## src/rtl/rat_pkg.sv

```systemverilog
package rat_pkg;
    parameter int NUM_ARCH = 4;
    parameter int NUM_REN  = 7;
    parameter int DATA_W   = 16;
    parameter int NUM_RD   = 2;

    localparam int AW = $clog2(NUM_ARCH);
    localparam int TW = $clog2(NUM_REN);

    typedef logic [DATA_W-1:0] word_t;
    typedef logic [TW-1:0]     tag_t;
    typedef logic [AW-1:0]     areg_t;

    typedef struct packed {
        logic committed;
        tag_t tag;
    } map_ent_t;

    typedef struct packed {
        logic  valid;
        word_t value;
    } slot_t;

    typedef struct packed {
        word_t value;
        logic  ready;
        tag_t  tag;
    } rd_rsp_t;

    function automatic logic tag_in_range(tag_t t);
        return int'(t) < NUM_REN;
    endfunction
endpackage

```

## src/rtl/rat_free_list.sv

```systemverilog
module rat_free_list
    import rat_pkg::*;
(
    input  logic               clk,
    input  logic               rst,
    input  logic               alloc_req,
    output logic               alloc_ok,
    output tag_t               alloc_tag,
    input  logic               rel_en,
    input  tag_t               rel_tag,
    output logic [NUM_REN-1:0] free_vec
);
    logic               any_free;
    logic [NUM_REN-1:0] free_nxt;

    // lowest-numbered free slot wins
    always_comb begin
        alloc_tag = '0;
        any_free  = 1'b0;
        for (int i = NUM_REN - 1; i >= 0; i--) begin
            if (free_vec[i]) begin
                alloc_tag = tag_t'(i);
                any_free  = 1'b1;
            end
        end
        alloc_ok = alloc_req && any_free;
    end

    // release first, then allocation; allocation uses the pre-release view
    always_comb begin
        free_nxt = free_vec;
        for (int i = 0; i < NUM_REN; i++) begin
            if (rel_en && int'(rel_tag) == i)
                free_nxt[i] = 1'b1;
            if (alloc_ok && int'(alloc_tag) == i)
                free_nxt[i] = 1'b0;
        end
    end

    always_ff @(posedge clk) begin
        if (rst) free_vec <= '1;
        else     free_vec <= free_nxt;
    end
endmodule

```

## src/rtl/rat_slot_file.sv

```systemverilog
module rat_slot_file
    import rat_pkg::*;
(
    input  logic  clk,
    input  logic  rst,
    input  logic  alloc_en,
    input  tag_t  alloc_tag,
    input  logic  wb_en,
    input  tag_t  wb_tag,
    input  word_t wb_data,
    output slot_t slots [NUM_REN]
);
    for (genvar s = 0; s < NUM_REN; s++) begin : g_slot
        logic hit_alloc, hit_wb;
        assign hit_alloc = alloc_en && int'(alloc_tag) == s;
        assign hit_wb    = wb_en && int'(wb_tag) == s;

        always_ff @(posedge clk) begin
            if (rst) begin
                slots[s] <= '0;
            end else if (hit_alloc) begin
                slots[s].valid <= 1'b0;
            end else if (hit_wb) begin
                slots[s].valid <= 1'b1;
                slots[s].value <= wb_data;
            end
        end
    end
endmodule

```

## src/rtl/rat_map_table.sv

```systemverilog
module rat_map_table
    import rat_pkg::*;
(
    input  logic     clk,
    input  logic     rst,
    input  logic     ren_en,
    input  areg_t    ren_arch,
    input  tag_t     ren_tag,
    input  logic     cm_en,
    input  areg_t    cm_arch,
    input  tag_t     cm_tag,
    input  word_t    cm_value,
    output map_ent_t map [NUM_ARCH],
    output word_t    arch_val [NUM_ARCH]
);
    for (genvar a = 0; a < NUM_ARCH; a++) begin : g_arch
        logic ren_hit, cm_hit;
        assign ren_hit = ren_en && int'(ren_arch) == a;
        assign cm_hit  = cm_en && int'(cm_arch) == a;

        always_ff @(posedge clk) begin
            if (rst) begin
                map[a]      <= '{committed: 1'b1, tag: '0};
                arch_val[a] <= '0;
            end else begin
                if (cm_hit)
                    arch_val[a] <= cm_value;
                if (ren_hit) begin
                    map[a].committed <= 1'b0;
                    map[a].tag       <= ren_tag;
                end else if (cm_hit && !map[a].committed && map[a].tag == cm_tag) begin
                    map[a].committed <= 1'b1;
                end
            end
        end
    end
endmodule

```

## src/rtl/rat_read_port.sv

```systemverilog
module rat_read_port
    import rat_pkg::*;
(
    input  map_ent_t ent,
    input  word_t    aval,
    input  slot_t    slots [NUM_REN],
    input  logic     wb_en,
    input  tag_t     wb_tag,
    input  word_t    wb_data,
    output rd_rsp_t  rsp
);
    slot_t sel;

    always_comb begin
        sel = '0;
        for (int i = 0; i < NUM_REN; i++)
            if (int'(ent.tag) == i) sel = slots[i];
    end

    always_comb begin
        rsp.tag = ent.tag;
        if (ent.committed) begin
            rsp.value = aval;
            rsp.ready = 1'b1;
        end else if (wb_en && wb_tag == ent.tag) begin
            rsp.value = wb_data;
            rsp.ready = 1'b1;
        end else if (tag_in_range(ent.tag)) begin
            rsp.value = sel.value;
            rsp.ready = sel.valid;
        end else begin
            rsp.value = '0;
            rsp.ready = 1'b0;
        end
    end
endmodule

```

## src/rtl/rat_rename_core.sv

```systemverilog
module rat_rename_core
    import rat_pkg::*;
(
    input  logic        clk,
    input  logic        rst,
    input  logic        ren_req,
    input  logic [1:0]  ren_arch,
    output logic        ren_ok,
    output logic [2:0]  ren_tag,
    input  logic        wb_en,
    input  logic [2:0]  wb_tag,
    input  logic [15:0] wb_data,
    input  logic        cm_en,
    input  logic [1:0]  cm_arch,
    input  logic [2:0]  cm_tag,
    input  logic [1:0]  rd0_arch,
    output logic [15:0] rd0_value,
    output logic        rd0_ready,
    output logic [2:0]  rd0_tag,
    input  logic [1:0]  rd1_arch,
    output logic [15:0] rd1_value,
    output logic        rd1_ready,
    output logic [2:0]  rd1_tag
);
    logic [NUM_REN-1:0] free_vec;
    tag_t               alloc_tag;
    logic               alloc_ok;
    slot_t              slots [NUM_REN];
    map_ent_t           map [NUM_ARCH];
    word_t              arch_val [NUM_ARCH];
    word_t              cm_value;
    logic               cm_ok;
    areg_t              rd_sel [NUM_RD];
    rd_rsp_t            rd_rsp [NUM_RD];

    assign cm_ok = cm_en && tag_in_range(cm_tag);

    rat_free_list u_free (
        .clk       (clk),
        .rst       (rst),
        .alloc_req (ren_req),
        .alloc_ok  (alloc_ok),
        .alloc_tag (alloc_tag),
        .rel_en    (cm_ok),
        .rel_tag   (cm_tag),
        .free_vec  (free_vec)
    );

    rat_slot_file u_slots (
        .clk       (clk),
        .rst       (rst),
        .alloc_en  (alloc_ok),
        .alloc_tag (alloc_tag),
        .wb_en     (wb_en),
        .wb_tag    (wb_tag),
        .wb_data   (wb_data),
        .slots     (slots)
    );

    // commit copies the stored slot value (not the same-cycle result)
    always_comb begin
        cm_value = '0;
        for (int i = 0; i < NUM_REN; i++)
            if (int'(cm_tag) == i) cm_value = slots[i].value;
    end

    rat_map_table u_map (
        .clk      (clk),
        .rst      (rst),
        .ren_en   (alloc_ok),
        .ren_arch (ren_arch),
        .ren_tag  (alloc_tag),
        .cm_en    (cm_ok),
        .cm_arch  (cm_arch),
        .cm_tag   (cm_tag),
        .cm_value (cm_value),
        .map      (map),
        .arch_val (arch_val)
    );

    assign rd_sel[0] = rd0_arch;
    assign rd_sel[1] = rd1_arch;

    for (genvar p = 0; p < NUM_RD; p++) begin : g_rd
        map_ent_t ent;
        word_t    aval;
        always_comb begin
            ent  = '0;
            aval = '0;
            for (int a = 0; a < NUM_ARCH; a++) begin
                if (int'(rd_sel[p]) == a) begin
                    ent  = map[a];
                    aval = arch_val[a];
                end
            end
        end

        rat_read_port u_rd (
            .ent     (ent),
            .aval    (aval),
            .slots   (slots),
            .wb_en   (wb_en),
            .wb_tag  (wb_tag),
            .wb_data (wb_data),
            .rsp     (rd_rsp[p])
        );
    end

    assign ren_ok    = alloc_ok;
    assign ren_tag   = alloc_tag;
    assign rd0_value = rd_rsp[0].value;
    assign rd0_ready = rd_rsp[0].ready;
    assign rd0_tag   = rd_rsp[0].tag;
    assign rd1_value = rd_rsp[1].value;
    assign rd1_ready = rd_rsp[1].ready;
    assign rd1_tag   = rd_rsp[1].tag;
endmodule

```

## config.mk

```make
export PLATFORM = sky130hd
export DESIGN_NAME = rat_rename_core
export DESIGN_NICKNAME = d
export VERILOG_FILES = /design/src/rtl/rat_pkg.sv /design/src/rtl/rat_free_list.sv /design/src/rtl/rat_slot_file.sv /design/src/rtl/rat_map_table.sv /design/src/rtl/rat_read_port.sv /design/src/rtl/rat_rename_core.sv
export SDC_FILE = /design/constraint.sdc
export NUM_CORES = 1
export LEC_CHECK = 0
export BUFFER_PORTS_ARGS = -buffer_cell sky130_fd_sc_hd__buf_2
export CELL_PAD_IN_SITES_DETAIL_PLACEMENT = 1
export CELL_PAD_IN_SITES_GLOBAL_PLACEMENT = 1
export CORE_ASPECT_RATIO = 1.4
export CORE_MARGIN = 10
export CORE_UTILIZATION = 48
export CTS_CLUSTER_SIZE = 16
export DETAILED_ROUTE_END_ITERATION = 10
export HOLD_SLACK_MARGIN = 0.15
export PLACE_DENSITY_LB_ADDON = 0.08
export SETUP_SLACK_MARGIN = 0.5
export SYNTH_ARGS = -nofsm -noshare
export SYNTH_HDL_FRONTEND = slang
export SYNTH_HIERARCHICAL = 1
export SYNTH_SLANG_ARGS = --single-unit
```

## constraint.sdc

```tcl
create_clock -name clk -period 2.4 [get_ports clk]
set_input_delay 0 -clock clk [delete_from_list [all_inputs] [get_ports clk]]
set_output_delay 0 -clock clk [all_outputs]
set_load 0.05 [all_outputs]
```

==> impl_metrics.yaml, run 1 <==
worst_setup_path:
  cp_max_fo: 8
  end_kind: "primary output"
  ff2ff_path_depth: 7
  required_ns: 2.40
  rr_endpoint: "u_slots/slots[39]$_SDFFE_PP0P_"
  arrival_ns: 3.43
  critPathLaunchType: "register"
  reg2reg_slack_ns: 0.21
  crit_type: "reg2out"
  worstReg2RegStart: "u_free/free_vec[2]$_SDFFE_PP1P_"
grt:
  grt_pass1_wl_um: 87580
  grt_max_degree: 74
  overflow: 0
  antenna_found_initial: 1
  track_usage: 0.3193
  grt_pass1_vias: 13681
yosys:
  synth_edf_count: 0
  syn_area_per_cell_um2: 9.423
  synth_common_cells: "dfxtp_1, mux2i_1, nand2_1, nand2b_1, a21oi_1"
  yosys-top-cells-area: "dfxtp_1, mux2i_1, mux4_2, nand2b_1, nand2_1"
  synth_nets: 1435
  synth_top_area_share: 0.3126
  synth-async-reset-ratio: 0
  ys_seq_elements: 206
  yosysWarnings: 6
  seq_area_frac_synth: 0.3126
  synth_top_cell_by_area: "dfxtp_1"
  netlist_instances: 1400
  netlist-cell-type-count: 78
  yosysMostFrequentCell: "dfxtp_1"
  syn_area_mm2: 0.01319
  synth_ff_type: "dfxtp_1"
sta:
  rsz0062_at_grt: "true"
  period_needed_ns: 3.434
  final_hold_viol_count: 0
  fin_hold_ws_ns: 0.2068
  setup_ws_ns: -1.034
  setup_viol: 34
  slew_headroom: 0.4097
  period_share: 1.431
  drv_slew: 0
  tightest_slew_ns: 0.8855
  fmax_ghz: 0.2912
  skew_ns: 0.01420
power_and_ir_drop:
  p_leak_uw: 0.006880
  peakVddDrop_mv: 0.5311
  p_per_area_mw_per_mm2: 500.1
route:
  met2_wirelength_um: 32310
  top_layer: "met4"
  drt_drc_violations_left: 0
  first_iter_violations: 1531
  vias: 13884
  wirelength_um: 69490
  routed_via_density: 7.058
  met1_length_um: 23890
  firstDrtPassIters: 5
  wl_per_cell_um: 35.33
  detail-route-antenna-nets: 0
  wl_met3_um: 6758
clock_tree:
  cts.sinks: 206
  clk_path_buf_depth: 3
  clk_latency_ns: 0.55
  ctsHtreeMaxLevel: 1
  cts_root_buf: "clkbuf_16"
  cts_buffers: 24
  clk_pin_slew_ns: 0.07
  cts_tree: "built"
outcome:
  status: "complete, but fails checks"
  failed_checks: "negative setup slack"
cells_and_area:
  syn2layout_area_growth_pct: 36.32
  drive_gt1_frac: 0.3429
  fillers: 2832
  final_area_mm2: 0.01798
  layout.nets: 1620
flow_run:
  cap_violations: 0
floorplan:
  boundaryPins: 79
  start_util: 0.4885
  die_w_um: 160.1
  core_mm2: 0.02701
  die_h_um: 216.2
  dieArea_mm2: 0.03461
  num_rows: 71
min_path:
  hold_end: "u_slots/slots[101]$_SDFFE_PP0P_"
  min_path_type: "in2reg"
  hold_path_depth: 4
  worstHoldStart: "wb_tag[2]"
place:
  place_congestion: 0.8772
  port-buffer-count: 78
  post-dp-hpwl_um: 33210
  placed_cell_area_mm2: 0.01476
placed cells by master, fill, tap and decap left out, types with 28 or more instances in the layout:
cell | netlist | final
o221ai_4 | 0 | 28
buf_6 | 23 | 57
mux2i_1 | 198 | 186
dfxtp_1 | 206 | 187
buf_2 | 32 | 35
inv_1 | 34 | 34
buf_4 | 25 | 91
nor2_1 | 49 | 46
nand2_1 | 163 | 160
mux4_2 | 46 | 47
clkbuf_16 | 0 | 29
dlygate4sd3_1 | 0 | 38
nand2b_1 | 154 | 147
a21oi_1 | 90 | 85
buf_12 | 1 | 30
timing repair:
action	in CTS	in global routing
setup endpoints to repair	145	158
cloned	11	5
hold endpoints to repair	206	1
pin swaps	31	20
hold buffers	38	1
setup buffers	36	34
gates resized for setup	183	100
worst max-delay path, cell delays in order (launching register included):
cell and delay, ns:
dfxtp_2 0.40, mux4_2 0.57, buf_6 0.18, buf_12 0.15
mux4_2 0.31, nor2_1 0.52, a21oi_2 0.11, a221o_2 0.45
buf_8 0.17
how the worst max path moves through the flow:
| stage | depth (start not counted) | end | startpoint | slack [ns] |
|---|---|---|---|---|
| after CTS | 7 | rd0_value[4] | u_map/map[0]$_SDFFE_PP0P_ | -0.42 |
| after global routing | 8 | rd1_value[10] | u_map/map[13]$_SDFFE_PP0P_ | -0.98 |
| after floorplan | 9 | u_slots/slots[35]$_SDFFE_PP0P_ | u_free/free_vec[5]$_SDFFE_PP1P_ | 0.05 |
| after global placement | 6 | rd1_value[3] | u_map/map[0]$_SDFFE_PP0P_ | 0.02 |
| final | 8 | rd1_value[10] | u_map/map[13]$_SDFFE_PP0P_ | -1.03 |
| after detailed placement | 6 | rd1_value[3] | u_map/map[4]$_SDFFE_PP0P_ | -0.007 |
per-stage QoR:
| stage | setup slack, ns | total power (µW) | cells | utilization | setup TNS, ns |
|---|---|---|---|---|---|
| 2_1_floorplan | 0.04719 | 4399 | 1400 | - | 0 |
| 3_3_place_gp | 0.01882 | 4747 | 1800 | 0.5464 | 0 |
| 3_5_place_dp | -0.006728 | 4771 | 1800 | 0.5464 | -0.006728 |
| 4_1_cts | -0.4190 | 8707 | 1927 | 0.6341 | -12.32 |
| 5_1_grt | -0.9837 | 9156 | 1967 | 0.6660 | -20.31 |
| 6_report | -1.034 | 8993 | 1967 | 0.6660 | -20.97 |
report_power, final:
group,internal [µW],switching (µW),total [µW]
Combinational,577,942,1520
Clock,2240,1670,3900
Sequential,3480,95.5,3570
area by class of cell:
cell class | count | area, µm² | area share
clock buffers | 33 | 694.4 | 0.03861
well taps | 365 | 456.7 | 0.02539
multi-input cells | 1035 | 9333 | 0.5189
flip-flops and latches | 206 | 4178 | 0.2323
repair buffers | 282 | 3069 | 0.1707
clock inverters | 9 | 112.6 | 0.006261
inverters | 36 | 138.9 | 0.007722
diodes | 1 | 2.502 | 0.0001391
routing by layer:
metal / up-vias / GRT usage
met4: 0 / 0.1822
met5: - / 0
li1: 5472 / -
met3: 469 / 0.04420
met1: 6839 / 0.3799
met2: 1104 / 0.5412
logic make-up after synthesis:
group                  count (synthesis)  synth area share
AND/OR/NAND/NOR                      459            0.1841
AO/OA/AOI/OAI                        288            0.1688
multiplexers                         266            0.2498
flip-flops                           206            0.3126
buffers and inverters                163           0.07274
XOR/XNOR                              18           0.01195
state kept, by name, indices dropped and copies added (netlist names):
signal and cells:
u_free/free_vec 7, u_map/arch_val 64, u_map/map 16, u_slots/slots 119
Note: power is estimated with default switching activity, not from simulation.
==> run 2, diff against run 1 <==
--- a/config.mk
+++ b/config.mk
@@ -13,8 +13,10 @@
 export CORE_UTILIZATION = 48
 export CTS_CLUSTER_SIZE = 16
 export DETAILED_ROUTE_END_ITERATION = 10
+export GPL_ROUTABILITY_DRIVEN = 0
 export HOLD_SLACK_MARGIN = 0.15
 export PLACE_DENSITY_LB_ADDON = 0.08
+export RECOVER_POWER = 50
 export SETUP_SLACK_MARGIN = 0.5
 export SYNTH_ARGS = -nofsm -noshare
 export SYNTH_HDL_FRONTEND = slang
==> run 2 against run 1 <==
The flow finishes with violations (max-capacitance violations, max-slew violations, negative setup slack); first-iteration DRC count grew 1.2%; critical path depth unchanged; non-clock buffer count did not move; flip-flop and latch count unchanged; critical path type unchanged; highest routed layer unchanged.
==> impl_metrics.yaml, run 2 (synthesis results as in run 1) <==
outcome:
  status: "complete, but fails checks"
  failed_checks: "max-capacitance violations, max-slew violations, negative setup slack"
clock_tree:
  cts_tree: "built"
  ctsHtreeMaxLevel: 1
  clk_latency_ns: 0.55
  clk_pin_slew_ns: 0.07
  cts.sinks: 206
  clk_path_buf_depth: 3
  cts_buffers: 24
  cts_root_buf: "clkbuf_16"
cells_and_area:
  regArea_mm2: 0.004178
  regMostFlops: "u_slots/slots"
  largestRegisters: "u_slots/slots: 119 flops, u_map/arch_val: 64 flops, u_map/map: 16 flops"
  syn2layout_area_growth_pct: 36.21
  final_area_mm2: 0.01797
  multi_input_area_mm2: 0.009330
  fin_util: 0.6654
  layout.nets: 1620
  fillers: 2833
  final_common_cell: "dfxtp_1"
  final_cell_mix: "dfxtp_1, mux2i_1, nand2_1, nand2b_1, buf_4"
  fin_cells: 1967
  largest_reg_flops: 119
  drive_gt1_frac: 0.3410
floorplan:
  start_util: 0.4885
  die_h_um: 216.2
  num_rows: 71
  boundaryPins: 79
  core_mm2: 0.02701
  dieArea_mm2: 0.03461
  die_w_um: 160.1
route:
  first_iter_violations: 1549
  drt_drc_violations_left: 0
  routed_via_density: 7.052
  wl_per_cell_um: 35.32
  detail-route-antenna-nets: 0
  firstDrtPassIters: 6
  vias: 13872
  wirelength_um: 69480
place:
  post-dp-hpwl_um: 33210
  dp_cells: 1800
  placed_cell_area_mm2: 0.01476
  port-buffer-count: 78
grt:
  grt_pass1_vias: 13681
  overflow: 0
  antenna_found_initial: 1
  grt_max_degree: 74
  track_usage: 0.3193
  grt_pass1_wl_um: 87580
sta:
  period_share: 1.437
  drv_slew: 74
  fmax_ghz: 0.2900
  tightest_slew_ns: 1.627
  skew_ns: 0.01430
  setup_ws_ns: -1.048
  rsz0062_at_grt: "true"
  setup_viol: 36
  final_hold_viol_count: 0
  slew_headroom: -0.08493
  period_needed_ns: 3.448
  fin_hold_ws_ns: 0.2110
min_path:
  min_path_type: "in2reg"
worst_setup_path:
  reg2reg_slack_ns: 0.16
  required_ns: 2.40
  critPathLaunchType: "register"
  cp_top_family: "multiplexers"
  crit_top_cell: "mux4_2"
  crit_slowest_cell: "mux4_2"
  cp_max_fo: 8
  arrival_ns: 3.45
  crit_type: "reg2out"
  critPathMaxStageDelay_ns: 0.58
  worstPathCellList: "mux4_2, buf_6, buf_12, mux4_2, nor2_1, a21oi_2, a221o_2, buf_8"
  end_kind: "primary output"
  critical_path_buf_inv_count: 3
flow_run:
  cap_violations: 1
power_and_ir_drop:
  peakVddDrop_mv: 0.5327
  p_leak_uw: 0.006869
  p_per_area_mw_per_mm2: 500.8
-- run 2: power by group --
| part | internal, µW | leakage, µW | switching, µW |
|---|---|---|---|
| sequential | 3480 | 0.00167 | 95.6 |
| clock | 2230 | 0.000398 | 1670 |
| combinational | 576 | 0.00480 | 941 |
| total | 6290 | 0.00687 | 2710 |
-- run 2: timing repair --
action                                 4_1_cts  5_1_grt
hold buffers                                38        1
resized for setup                          183      100
setup endpoints to repair                  145      158
cloned                                      11        5
endpoints found under the hold margin      206        1
setup buffers                               36       34
pin swaps                                   31       20
-- run 2: routing by layer --
layer	global-route usage	wire, µm
met4	0.1822	6497
met2	0.5412	32380
met3	0.04420	6969
met5	0	0
met1	0.3799	23630
-- run 2: metrics by stage --
step	setup TNS, ns	total power [µW]	setup WS [ns]
final	-21.70	9000	-1.048
after global routing	-20.53	9155	-0.9837
after CTS	-12.32	8707	-0.4190
after detailed placement	-0.006728	4771	-0.006728
after global placement	0	4747	0.01882
after floorplan	0	4399	0.04719
-- run 2: path summary, 6_finish.rpt --
| path | from | endpoint | depth (start not counted) |
|---|---|---|---|
| max | u_map/map[13]$_SDFFE_PP0P_ | rd1_value[10] | 8 |
| min | wb_tag[2] | u_slots/slots[101]$_SDFFE_PP0P_ | 4 |
| max reg2reg | u_free/free_vec[2]$_SDFFE_PP1P_ | u_slots/slots[39]$_SDFFE_PP0P_ | 7 |
| min reg2reg | u_map/arch_val[45]$_SDFFE_PP0P_ | u_map/arch_val[45]$_SDFFE_PP0P_ | 2 |
-- run 2: final cells by class --
type                       instances  share of cell area
sequential                       206              0.2325
antenna                            1           0.0001393
multi-input combinational       1035              0.5192
inverter                          36            0.007729
tap                              365             0.02541
clock buffer                      33             0.03864
timing repair buffer             282              0.1701
clock inverter                     9            0.006267
-- run 2: worst min-delay path, delay by kind of cell --
family                 cells  cell delay [ns]
buffers and inverters      1             0.20
AND/OR/NAND/NOR            3             0.50
